--- config.mk ---
export PLATFORM = sky130hd
export DESIGN_NAME = tri_seq_counter
export DESIGN_NICKNAME = d
export VERILOG_FILES = /design/src/rtl/tri_seq_pkg.sv /design/src/rtl/tri_seq_cell.sv /design/src/rtl/tri_seq_drive.sv /design/src/rtl/tri_seq_counter.sv
export SDC_FILE = /design/constraint.sdc
export NUM_CORES = 1
export LEC_CHECK = 0
export BUFFER_PORTS_ARGS = -buffer_cell sky130_fd_sc_hd__buf_2
export CORE_AREA = 2 2 39 41
export DETAILED_ROUTE_END_ITERATION = 7
export DIE_AREA = 0 0 41 43
export HOLD_SLACK_MARGIN = 0.02
export PLACE_DENSITY = 0.4
export SYNTH_ARGS = -nofsm -noshare
export SYNTH_HDL_FRONTEND = slang
export SYNTH_SLANG_ARGS = --single-unit
--- constraint.sdc ---
create_clock -name clk -period 1.3 [get_ports clk]
set_input_delay 0.26 -clock clk [delete_from_list [all_inputs] [get_ports clk]]
set_output_delay 0.26 -clock clk [all_outputs]
set_load 0.02 [all_outputs]
--- src/rtl/tri_seq_pkg.sv ---
package tri_seq_pkg;

   localparam int CODE_W = 2;

   typedef logic [CODE_W-1:0] code_t;

   typedef struct packed {
      logic m;
      logic n;
   } cell_ctl_t;

   localparam cell_ctl_t CTL_KEEP = '{m: 1'b1, n: 1'b0};
   localparam cell_ctl_t CTL_FLIP = '{m: 1'b0, n: 1'b1};

   localparam code_t C_START = 2'b00;
   localparam code_t C_SECOND = 2'b11;
   localparam code_t C_THIRD = 2'b10;
   localparam code_t C_SPARE = 2'b01;

   // Successor of a code in the cycle; the spare code folds to the start.
   function automatic code_t step_code(input code_t cur);
      unique case (cur)
         C_START:  return C_SECOND;
         C_SECOND: return C_THIRD;
         C_THIRD:  return C_START;
         default:  return C_START;
      endcase
   endfunction

endpackage

--- src/rtl/tri_seq_cell.sv ---
// One storage bit steered by an M/N pair: keep on 10, invert on 01,
// keep on the two pairs the driver never produces.
module tri_seq_cell
   import tri_seq_pkg::*;
#(
   parameter bit RST_VAL = 1'b0
) (
   input  logic      clk,
   input  logic      rst,
   input  cell_ctl_t ctl,
   output logic      q
);

   logic q_nxt;

   always_comb begin
      unique case ({ctl.m, ctl.n})
         2'b01:   q_nxt = ~q;
         default: q_nxt = q;
      endcase
   end

   always_ff @(posedge clk) begin
      if (rst) q <= RST_VAL;
      else     q <= q_nxt;
   end

endmodule

--- src/rtl/tri_seq_drive.sv ---
// Next-state stage: picks keep or invert for every bit.
module tri_seq_drive
   import tri_seq_pkg::*;
#(
   parameter int NBITS = CODE_W
) (
   input  logic [NBITS-1:0] cur,
   input  logic             adv,
   output cell_ctl_t        ctl [NBITS]
);

   code_t target;

   always_comb begin
      target = adv ? step_code(cur) : cur;
   end

   for (genvar b = 0; b < NBITS; b++) begin : g_bit
      always_comb begin
         ctl[b] = (target[b] != cur[b]) ? CTL_FLIP : CTL_KEEP;
      end
   end

endmodule

--- src/rtl/tri_seq_counter.sv ---
module tri_seq_counter
   import tri_seq_pkg::*;
#(
   parameter int         NBITS      = 2,
   parameter logic [1:0] RESET_CODE = 2'b00
) (
   input  logic             clk,
   input  logic             rst,
   input  logic             adv,
   output logic [NBITS-1:0] count,
   output logic [NBITS-1:0] cell_m,
   output logic [NBITS-1:0] cell_n
);

   if (NBITS != CODE_W) begin : g_bad_width
      $error("tri_seq_counter: NBITS must equal %0d", CODE_W);
   end

   cell_ctl_t ctl [NBITS];

   tri_seq_drive #(.NBITS(NBITS)) u_drive (
      .cur (count),
      .adv (adv),
      .ctl (ctl)
   );

   for (genvar b = 0; b < NBITS; b++) begin : g_cell
      tri_seq_cell #(.RST_VAL(RESET_CODE[b])) u_cell (
         .clk (clk),
         .rst (rst),
         .ctl (ctl[b]),
         .q   (count[b])
      );
      assign cell_m[b] = ctl[b].m;
      assign cell_n[b] = ctl[b].n;
   end

endmodule

==> impl_metrics.tcl, run 1 <==
set metrics [dict create \
    syn_area_um2 140.1 \
    status "finished, violations left" \
    async_flop_share 0 \
    htree_levels 1 \
    finalSetupViolations 4 \
    cp.arrival_ps 1230 \
    ys_seq_elements 2 \
    hp-class "input pin to flop" \
    synth_ff_type "dfxtp_1" \
    clock_path_buffers 2 \
    synth.area.mux_share 0.07143 \
    die-width_um 41 \
    ys_seq_area_frac 0.2857 \
    yosys.area.top_type "dfxtp_1" \
    hold_ws_ps 200.1 \
    synth_edf_count 0 \
    grt_pass1_wl_um 496 \
    whs_path_depth 2 \
    cts_tree "built" \
    worst_pin_slew_ps 174.4 \
    synth-compound-area-share 0.05357 \
    wl_um 345 \
    drt-vias-per-instance 3.298 \
    reg.largest.list "g_cell.u_cell.q (2)" \
    required_ps 1040 \
    fmax_mhz 669.0 \
    ys.warnings.count 0 \
    netlist_instances 17 \
    ios 9 \
    antenna_left 0 \
    ys_types 11 \
    synth_area_per_cell_um2 8.243 \
    period_share 1.150 \
    r2r_cells 5 \
    swShare 0.3110 \
    dr.pass1.iters 1 \
    pre_cts_slack_ps -137.8 \
    clk_latency_ps 220 \
    power_frac_comb 0.506 \
    largest_reg_flops 2 \
    worst_slack_ps -194.8 \
    gp_congestion 0.6099 \
    n_fill_cell 157 \
    syn_nets 21 \
    skew_ps 2.066 \
    layout.nets 37 \
    power.share.clock 0.321 \
    synth-simple-area-share 0.2143 \
    port_buffers 8 \
    rsz0062_at_grt "yes" \
    power_density_nw_per_um2 1396 \
    cp_max_fo 2 \
    ir_worst_vdd_uv 359.1 \
    grt_util_met2 0.04063 \
    crit_path_end_kind "output pin" \
    dp_cells 42 \
    drtIter0Drc 0 \
    n_antenna_cell 0 \
    path_clk_slew_ps 30 \
    setup_tns_ps -497.8 \
    cts_sinks 2 \
    grt_pass1_vias 134 \
    power_frac_seq 0.173 \
    vias 155 \
    gr-usage-all-layers 0.04915 \
    layout-drive-gt1-share 0.8065 \
    met3_usage 0.03665 \
    drc_errors 0 \
    synthXorXnorAreaFrac 0.1250 \
    rrSetupSlack_ps 150 \
    cts_root_buf "clkbuf_4" \
    hold_end "g_cell[0].u_cell.q$_SDFFE_PP0N_" \
    gr-usage-met1 0.05449 \
    yosys-top-cells-area "dfxtp_1 (29%), and2_2 (11%), buf_4 (11%), ha_1 (8.9%), mux2i_1 (7.1%)" \
    p_int_mw 0.2913 \
    synth_fa_ha_area_frac 0.08929 \
    slew_headroom 0.8831 \
    synth_top_family_by_area "simple AND/OR/NAND/NOR gates" \
    r2r-end "g_cell[1].u_cell.q$_SDFFE_PP0N_" \
    final_cells 47 \
    violations "negative setup slack" \
    r2r-start "g_cell[1].u_cell.q$_SDFFE_PP0N_" \
    antenna_found_initial 0 \
    top_register "g_cell.u_cell.q" \
    cts_hold_buf 0 \
    grt_max_degree 8 \
    fin_area_um2 302.8 \
    grt.overflow.total 0 \
    slew_viol_final 0 \
    busiest_layer "met4" \
    rows 14 \
    placed_area_um2 211.5 \
    crit_type "flop to output pin" \
    area_growth_pct 116.1 \
    drv_cap 0 \
    start_util 0.1013 \
    avgRoutedWirePerCell_um 7.340 \
    min_from "rst" \
    die_h_um 43 \
    finalHoldViolCount 0 \
    leakage_nw 0.1472 \
    dieArea_um2 1763 \
    numCtsBuffers 3 \
    power.switching_mw 0.1315 \
    core_um2 1384 \
    critical_path.startpoint_type "flop" \
    period_needed_ps 1495 \
    synth_top_area_frac 0.2857 \
]
per-layer routing:
| layer | vias to the layer above | wire, um |
|---|---|---|
| met2 | 9 | 129 |
| met4 | 0 | 0 |
| met1 | 66 | 170 |
| li1 | 80 | - |
| met5 | - | 0 |
| met3 | 0 | 45 |
worst max-delay path: stages, from the launching register on:
cell and delay [ps]:
dfxtp_2 320, inv_2 40, ha_4 240, xnor2_2 130, and2_4 160, buf_6 120
through the flow:
step                total power, mW    util
finish                       0.4228  0.2188
global route                 0.4619  0.2188
CTS                          0.4235  0.2134
detailed placement           0.2146  0.1528
global placement             0.2149  0.1528
floorplan                    0.1701       -
worst max path at each step:
stage	slack, ps	start	to
2_1_floorplan	-10	g_cell[0].u_cell.q$_SDFFE_PP0N_	cell_n[1]
6_report	-190	g_cell[1].u_cell.q$_SDFFE_PP0N_	cell_n[1]
4_1_cts	-210	g_cell[1].u_cell.q$_SDFFE_PP0N_	cell_n[1]
5_1_grt	-260	g_cell[1].u_cell.q$_SDFFE_PP0N_	cell_n[1]
3_3_place_gp	-130	g_cell[0].u_cell.q$_SDFFE_PP0N_	cell_n[1]
3_5_place_dp	-140	g_cell[0].u_cell.q$_SDFFE_PP0N_	cell_n[1]
repair_timing:
item / CTS / global route
setup buffers: 1 / 1
gates resized for setup: 14 / 0
pin swaps: 4 / 3
endpoints found under the setup margin: 4 / 4
power groups by stage:
stage	Combinational (mW)	Clock, mW	Sequential (mW)
final	0.214	0.136	0.0733
after global routing	0.230	0.158	0.0744
after CTS	0.206	0.144	0.0734
after detailed placement	0.142	0	0.0730
after global placement	0.142	0	0.0728
after floorplan	0.0942	0	0.0759
area by class of cell:
| class | instances | area (um2) | share of cell area |
|---|---|---|---|
| inverter | 2 | 7.507 | 0.02479 |
| timing repair buffer | 13 | 102.6 | 0.3388 |
| clock buffer | 3 | 22.52 | 0.07438 |
| sequential | 2 | 42.54 | 0.1405 |
| tap | 16 | 20.02 | 0.06612 |
| multi-input combinational | 11 | 107.6 | 0.3554 |
cell usage in the layout (no fill, tap or decap), drive strengths merged:
master	count
and2	2
a211oi	1
nand2	2
nor2	2
inv	2
xnor2	1
buf	13
clkbuf	3
xor2	1
mux2i	1
ha	1
dfxtp	2
cells by family (layout without fill, tap and decap cells):
kind of cell | Yosys count | after routing
XOR/XNOR | 2 | 2
adder cells (fa/ha/maj) | 1 | 1
AND/OR/NAND/NOR | 6 | 6
flip-flops | 2 | 2
multiplexers | 1 | 1
buffers and inverters | 4 | 18
AO/OA/AOI/OAI | 1 | 1
Note: power is estimated with default switching activity, not from simulation.
==> run 2: changes to the inputs <==
--- a/config.mk
+++ b/config.mk
@@ -11,6 +11,7 @@
 export DIE_AREA = 0 0 41 43
 export HOLD_SLACK_MARGIN = 0.02
 export PLACE_DENSITY = 0.4
+export REMOVE_ABC_BUFFERS = 1
 export SYNTH_ARGS = -nofsm -noshare
 export SYNTH_HDL_FRONTEND = slang
 export SYNTH_SLANG_ARGS = --single-unit
==> constraint.sdc (replaced) <==
create_clock -name clk -period 1.7 [get_ports clk]
set_input_delay 0.34 -clock clk [delete_from_list [all_inputs] [get_ports clk]]
set_output_delay 0.34 -clock clk [all_outputs]
set_load 0.02 [all_outputs]
==> run 2 against run 1 <==
  * The run now ends clean
  * Die area unchanged
  * Clock-buffer cell count unchanged
  * First-iteration DRC count unchanged
  * Critical path type unchanged
  * Critical endpoint unchanged
  * Largest cell class unchanged
  * Largest power group unchanged
==> impl_metrics.tcl, run 2 (synthesis gave the netlist of run 1 again) <==
set metrics [dict create \
    avgRoutedWirePerCell_um 7.302 \
    clock_path_buffers 2 \
    p_int_mw 0.1830 \
    whs_path_depth 2 \
    die-width_um 41 \
    power.share.clock 0.378 \
    hp-class "input pin to flop" \
    largest_reg_flops 2 \
    critical_path.startpoint_type "flop" \
    r2r-end "g_cell[1].u_cell.q$_SDFFE_PP0N_" \
    top_register "g_cell.u_cell.q" \
    dieArea_um2 1763 \
    dp_hpwl_um 223.4 \
    grt_pass1_vias 109 \
    swShare 0.3260 \
    n_fill_cell 159 \
    hold_ws_ps 291.9 \
    power_frac_seq 0.216 \
    power.switching_mw 0.08853 \
    antenna_found_initial 0 \
    r2r-start "g_cell[1].u_cell.q$_SDFFE_PP0N_" \
    start_util 0.1013 \
    numCtsBuffers 3 \
    cts_tree "built" \
    vias 141 \
    min_from "rst" \
    dr.pass1.iters 1 \
    fin_util 0.1754 \
    rrSetupSlack_ps 770 \
    period_share 0.9708 \
    gp_congestion 0.5151 \
    final_common_cell "buf_2" \
    reg.largest.list "g_cell.u_cell.q (2)" \
    crit_type "flop to output pin" \
    fin_area_um2 242.7 \
    final_cell_mix "buf_2 (7), clkbuf_4 (3)" \
    leakage_nw 0.1161 \
    grt_pass1_wl_um 476 \
    gr-usage-all-layers 0.04805 \
    port_buffers 8 \
    die_h_um 43 \
    cp_max_fo 4 \
    slew_headroom 0.8854 \
    cts_root_buf "clkbuf_4" \
    period_needed_ps 1650 \
    hold_end "g_cell[1].u_cell.q$_SDFFE_PP0N_" \
    clk_latency_ps 220 \
    htree_levels 1 \
    status "finished clean" \
    drt-vias-per-instance 3.279 \
    ios 9 \
    finalHoldViolCount 0 \
    power_frac_comb 0.407 \
    wl_um 314 \
    setup_tns_ps 0 \
    ir_worst_vdd_uv 242.3 \
    worst_pin_slew_ps 170.8 \
    drv_cap 0 \
    slew_viol_final 0 \
    power_density_nw_per_um2 1119 \
    cp.arrival_ps 1310 \
    path_clk_slew_ps 30 \
    cts_sinks 2 \
    cts_hold_buf 0 \
    drc_errors 0 \
    drtIter0Drc 0 \
    layout-drive-gt1-share 0.7407 \
    crit_path_end_kind "output pin" \
    fmax_mhz 605.9 \
    grt.overflow.total 0 \
    r2r_cells 3 \
    area_growth_pct 73.21 \
    placed_area_um2 185.2 \
    skew_ps 0.4114 \
    required_ps 1360 \
    antenna_left 0 \
    rows 14 \
    finalSetupViolations 0 \
    power_mw 0.2716 \
    n_antenna_cell 0 \
    grt_max_degree 8 \
    layout.nets 33 \
    core_um2 1384 \
]
-- run 2: cell type report --
| type | count | area (um2) | share of cell area |
|---|---|---|---|
| tap | 16 | 20.02 | 0.08247 |
| timing repair buffer | 9 | 50.05 | 0.2062 |
| clock buffer | 3 | 22.52 | 0.09278 |
| inverter | 2 | 7.507 | 0.03093 |
| sequential | 2 | 45.04 | 0.1856 |
| multi-input combinational | 11 | 97.59 | 0.4021 |
-- run 2: worst max path at each step --
| stage | startpoint | slack (ps) | cells after the start | endpoint |
|---|---|---|---|---|
| after floorplan | g_cell[0].u_cell.q$_SDFFE_PP0N_ | 140 | 4 | cell_n[1] |
| after global placement | g_cell[0].u_cell.q$_SDFFE_PP0N_ | 140 | 5 | cell_n[1] |
| after detailed placement | g_cell[0].u_cell.q$_SDFFE_PP0N_ | 140 | 5 | cell_n[1] |
| after CTS | g_cell[0].u_cell.q$_SDFFE_PP0N_ | 10 | 5 | cell_n[1] |
| after global routing | g_cell[0].u_cell.q$_SDFFE_PP0N_ | -4 | 5 | cell_n[1] |
| final | g_cell[1].u_cell.q$_SDFFE_PP0N_ | 50 | 5 | cell_n[1] |
-- run 2: power by group through the flow --
stage                     Sequential (mW)  Clock (mW)  Combinational, mW
after detailed placement           0.0578           0             0.0894
after global placement             0.0575           0             0.0897
final                              0.0586       0.103              0.110
after CTS                          0.0583       0.108             0.0996
after floorplan                    0.0633           0             0.0564
after global routing               0.0592       0.117              0.124
-- run 2: worst max-delay path, cell delays in order (launching register included) --
cell	delay (ps)
dfxtp_4	360
inv_2	50
ha_4	220
xnor2_2	130
and2_2	180
buf_4	150
-- run 2: what timing repair did --
action,4_1_cts,5_1_grt
resized for setup,4,4
setup buffers,0,1
endpoints found under the setup margin,3,1
pin swaps,1,0
cloned,0,0
-- run 2: per-stage QoR --
step | std cells | worst slack, ps
floorplan | 15 | 138.5
global placement | 39 | 142.5
detailed placement | 39 | 144.3
CTS | 42 | 12.31
global route | 43 | -4.445
finish | 43 | 49.64
-- run 2: per-layer routing --
metal / routed length [um] / part of all wire / up-vias / global-route usage
met5: 0 / 0 / - / 0
met4: 0 / 0 / 0 / 0.06000
met3: 46 / 0.15 / 0 / 0.04712
met2: 128 / 0.41 / 9 / 0.03750
met1: 140 / 0.45 / 61 / 0.05732
li1: - / - / 71 / -
==> run 3: changes to the inputs <==
--- a/config.mk
+++ b/config.mk
@@ -10,7 +10,6 @@
 export DETAILED_ROUTE_END_ITERATION = 7
 export DIE_AREA = 0 0 41 43
 export HOLD_SLACK_MARGIN = 0.02
-export PLACE_DENSITY = 0.4
 export REMOVE_ABC_BUFFERS = 1
 export SYNTH_ARGS = -nofsm -noshare
 export SYNTH_HDL_FRONTEND = slang
==> run 3 against run 2 <==
  * Non-clock buffer count grew 1
  * Hold slack lost 2.5 ps
  * Clock-buffer cell count is the same
  * Via count shrank 2.1%
  * Sequential power shrank 0.7%
  * Setup slack gained 21 ps
  * Sequential share of layout area shrank 0.11 points
  * Global-route usage grew 1.0 points
  * Highest routed layer unchanged
  * Critical path type unchanged
==> impl_metrics.tcl, run 3 (synthesis gave the netlist of run 1 again) <==
set metrics [dict create \
    status "finished clean" \
    crit_chain "inv_2 -> ha_4 -> xnor2_2 -> and2_4 -> buf_6" \
    grt_pass1_wl_um 593 \
    core_um2 1384 \
    required_ps 1360 \
    drc_errors 0 \
    port_buffers 8 \
    htree_levels 1 \
    crit_path_end_kind "output pin" \
    hp-class "input pin to flop" \
    avgRoutedWirePerCell_um 8.614 \
    cp_top_family "flip-flops" \
    layout-drive-gt1-share 0.7143 \
    top_register "g_cell.u_cell.q" \
    drtIter0Drc 1 \
    dr.pass1.iters 2 \
    crit_buf_inv 2 \
    final_cell_mix "buf_2 (7), clkbuf_4 (3)" \
    cts_sinks 2 \
    power_mw 0.2849 \
    n_antenna_cell 0 \
    slew_headroom 0.8633 \
    skew_ps 2.690 \
    cts_tree "built" \
    gr-usage-all-layers 0.05812 \
    placed_area_um2 185.2 \
    final_cells 44 \
    power_density_nw_per_um2 1106 \
    gp_congestion 0.5820 \
    critical-path-slowest-cell "dfxtp_4" \
    cp_max_fo 4 \
    die-width_um 41 \
    cts_hold_buf 0 \
    grt_pass1_vias 147 \
    grt_max_degree 8 \
    area_growth_pct 83.93 \
    crit_type "flop to output pin" \
    antenna_left 0 \
    reg.largest.list "g_cell.u_cell.q (2)" \
    leakage_nw 0.1243 \
    ir_worst_vdd_uv 238.8 \
    fin_area_um2 257.7 \
    slew_viol_final 0 \
    grt.overflow.total 0 \
    whs_path_depth 2 \
    worstSetupPathDepth 5 \
    slowest_delay_ps 360 \
    clock_path_buffers 2 \
    start_util 0.1013 \
    cts_root_buf "clkbuf_4" \
    wl_um 379 \
    r2r_cells 3 \
    path_clk_slew_ps 30 \
    cp.arrival_ps 1290 \
    numCtsBuffers 3 \
    period_share 0.9582 \
    dp_cells 39 \
    critical_path.startpoint_type "flop" \
    drv_cap 0 \
    hold_ws_ps 289.4 \
    rows 14 \
    finalSetupViolations 0 \
    antenna_found_initial 0 \
    die_h_um 43 \
    layout.nets 34 \
    fin_util 0.1863 \
    fmax_mhz 613.9 \
    finalHoldViolCount 0 \
    drt-vias-per-instance 3.136 \
    period_needed_ps 1629 \
    largest_reg_flops 2 \
    final_common_cell "buf_2" \
    ios 9 \
    vias 138 \
    worst_pin_slew_ps 203.9 \
    dieArea_um2 1763 \
    clk_latency_ps 220 \
]
-- run 3: cell count changes in the layout (fill, tap and decap cells not counted) --
cell     before  now
and2_2        2    1
and2_4        0    1
buf_6         0    1
dfxtp_2       1    0
dfxtp_4       1    2
inv_1         0    1
inv_2         2    1
-- run 3: repair_timing --
action | in CTS | in global routing
resized for setup | 4 | 6
pin swaps | 1 | 2
setup endpoints to repair | 2 | 2
setup buffers | 0 | 2
-- run 3: final cells by class --
class	instances	area [um2]
inverter	2	7.507
clock buffer	3	22.52
timing repair buffer	10	61.31
tap	16	20.02
fill	163	1126
sequential	2	47.55
multi-input combinational	11	98.84
-- run 3: final timing paths --
kind | startpoint | to | slack (ps)
worst min register to register | g_cell[1].u_cell.q$_SDFFE_PP0N_ | g_cell[1].u_cell.q$_SDFFE_PP0N_ | 550
worst max-delay path | g_cell[1].u_cell.q$_SDFFE_PP0N_ | cell_n[1] | 70
worst max register to register | g_cell[1].u_cell.q$_SDFFE_PP0N_ | g_cell[1].u_cell.q$_SDFFE_PP0N_ | 700
worst min-delay path | rst | g_cell[0].u_cell.q$_SDFFE_PP0N_ | 290
-- run 3: routing by layer --
| layer | routed length [um] | share of wire | GRT usage | vias up |
|---|---|---|---|---|
| li1 | - | - | - | 73 |
| met1 | 140 | 0.37 | 0.05431 | 58 |
| met2 | 202 | 0.53 | 0.06250 | 7 |
| met3 | 37 | 0.098 | 0.06283 | 0 |
| met4 | 0 | 0 | 0.06000 | 0 |
| met5 | 0 | 0 | 0 | - |
-- run 3: metrics by stage --
| step | TNS [ps] | worst slack [ps] |
|---|---|---|
| after floorplan | 0 | 138.5 |
| after global placement | 0 | 154.0 |
| after detailed placement | 0 | 149.7 |
| after CTS | 0 | 11.03 |
| after global routing | -2.553 | -2.553 |
| final | 0 | 71.05 |
-- run 3: report_power, final --
group	leakage (nW)	switching, mW	internal (mW)
logic	0.0926	0.0605	0.0597
registers	0.0178	0.00567	0.0525
clock network	0.0138	0.0285	0.0781
total	0.124	0.0947	0.190
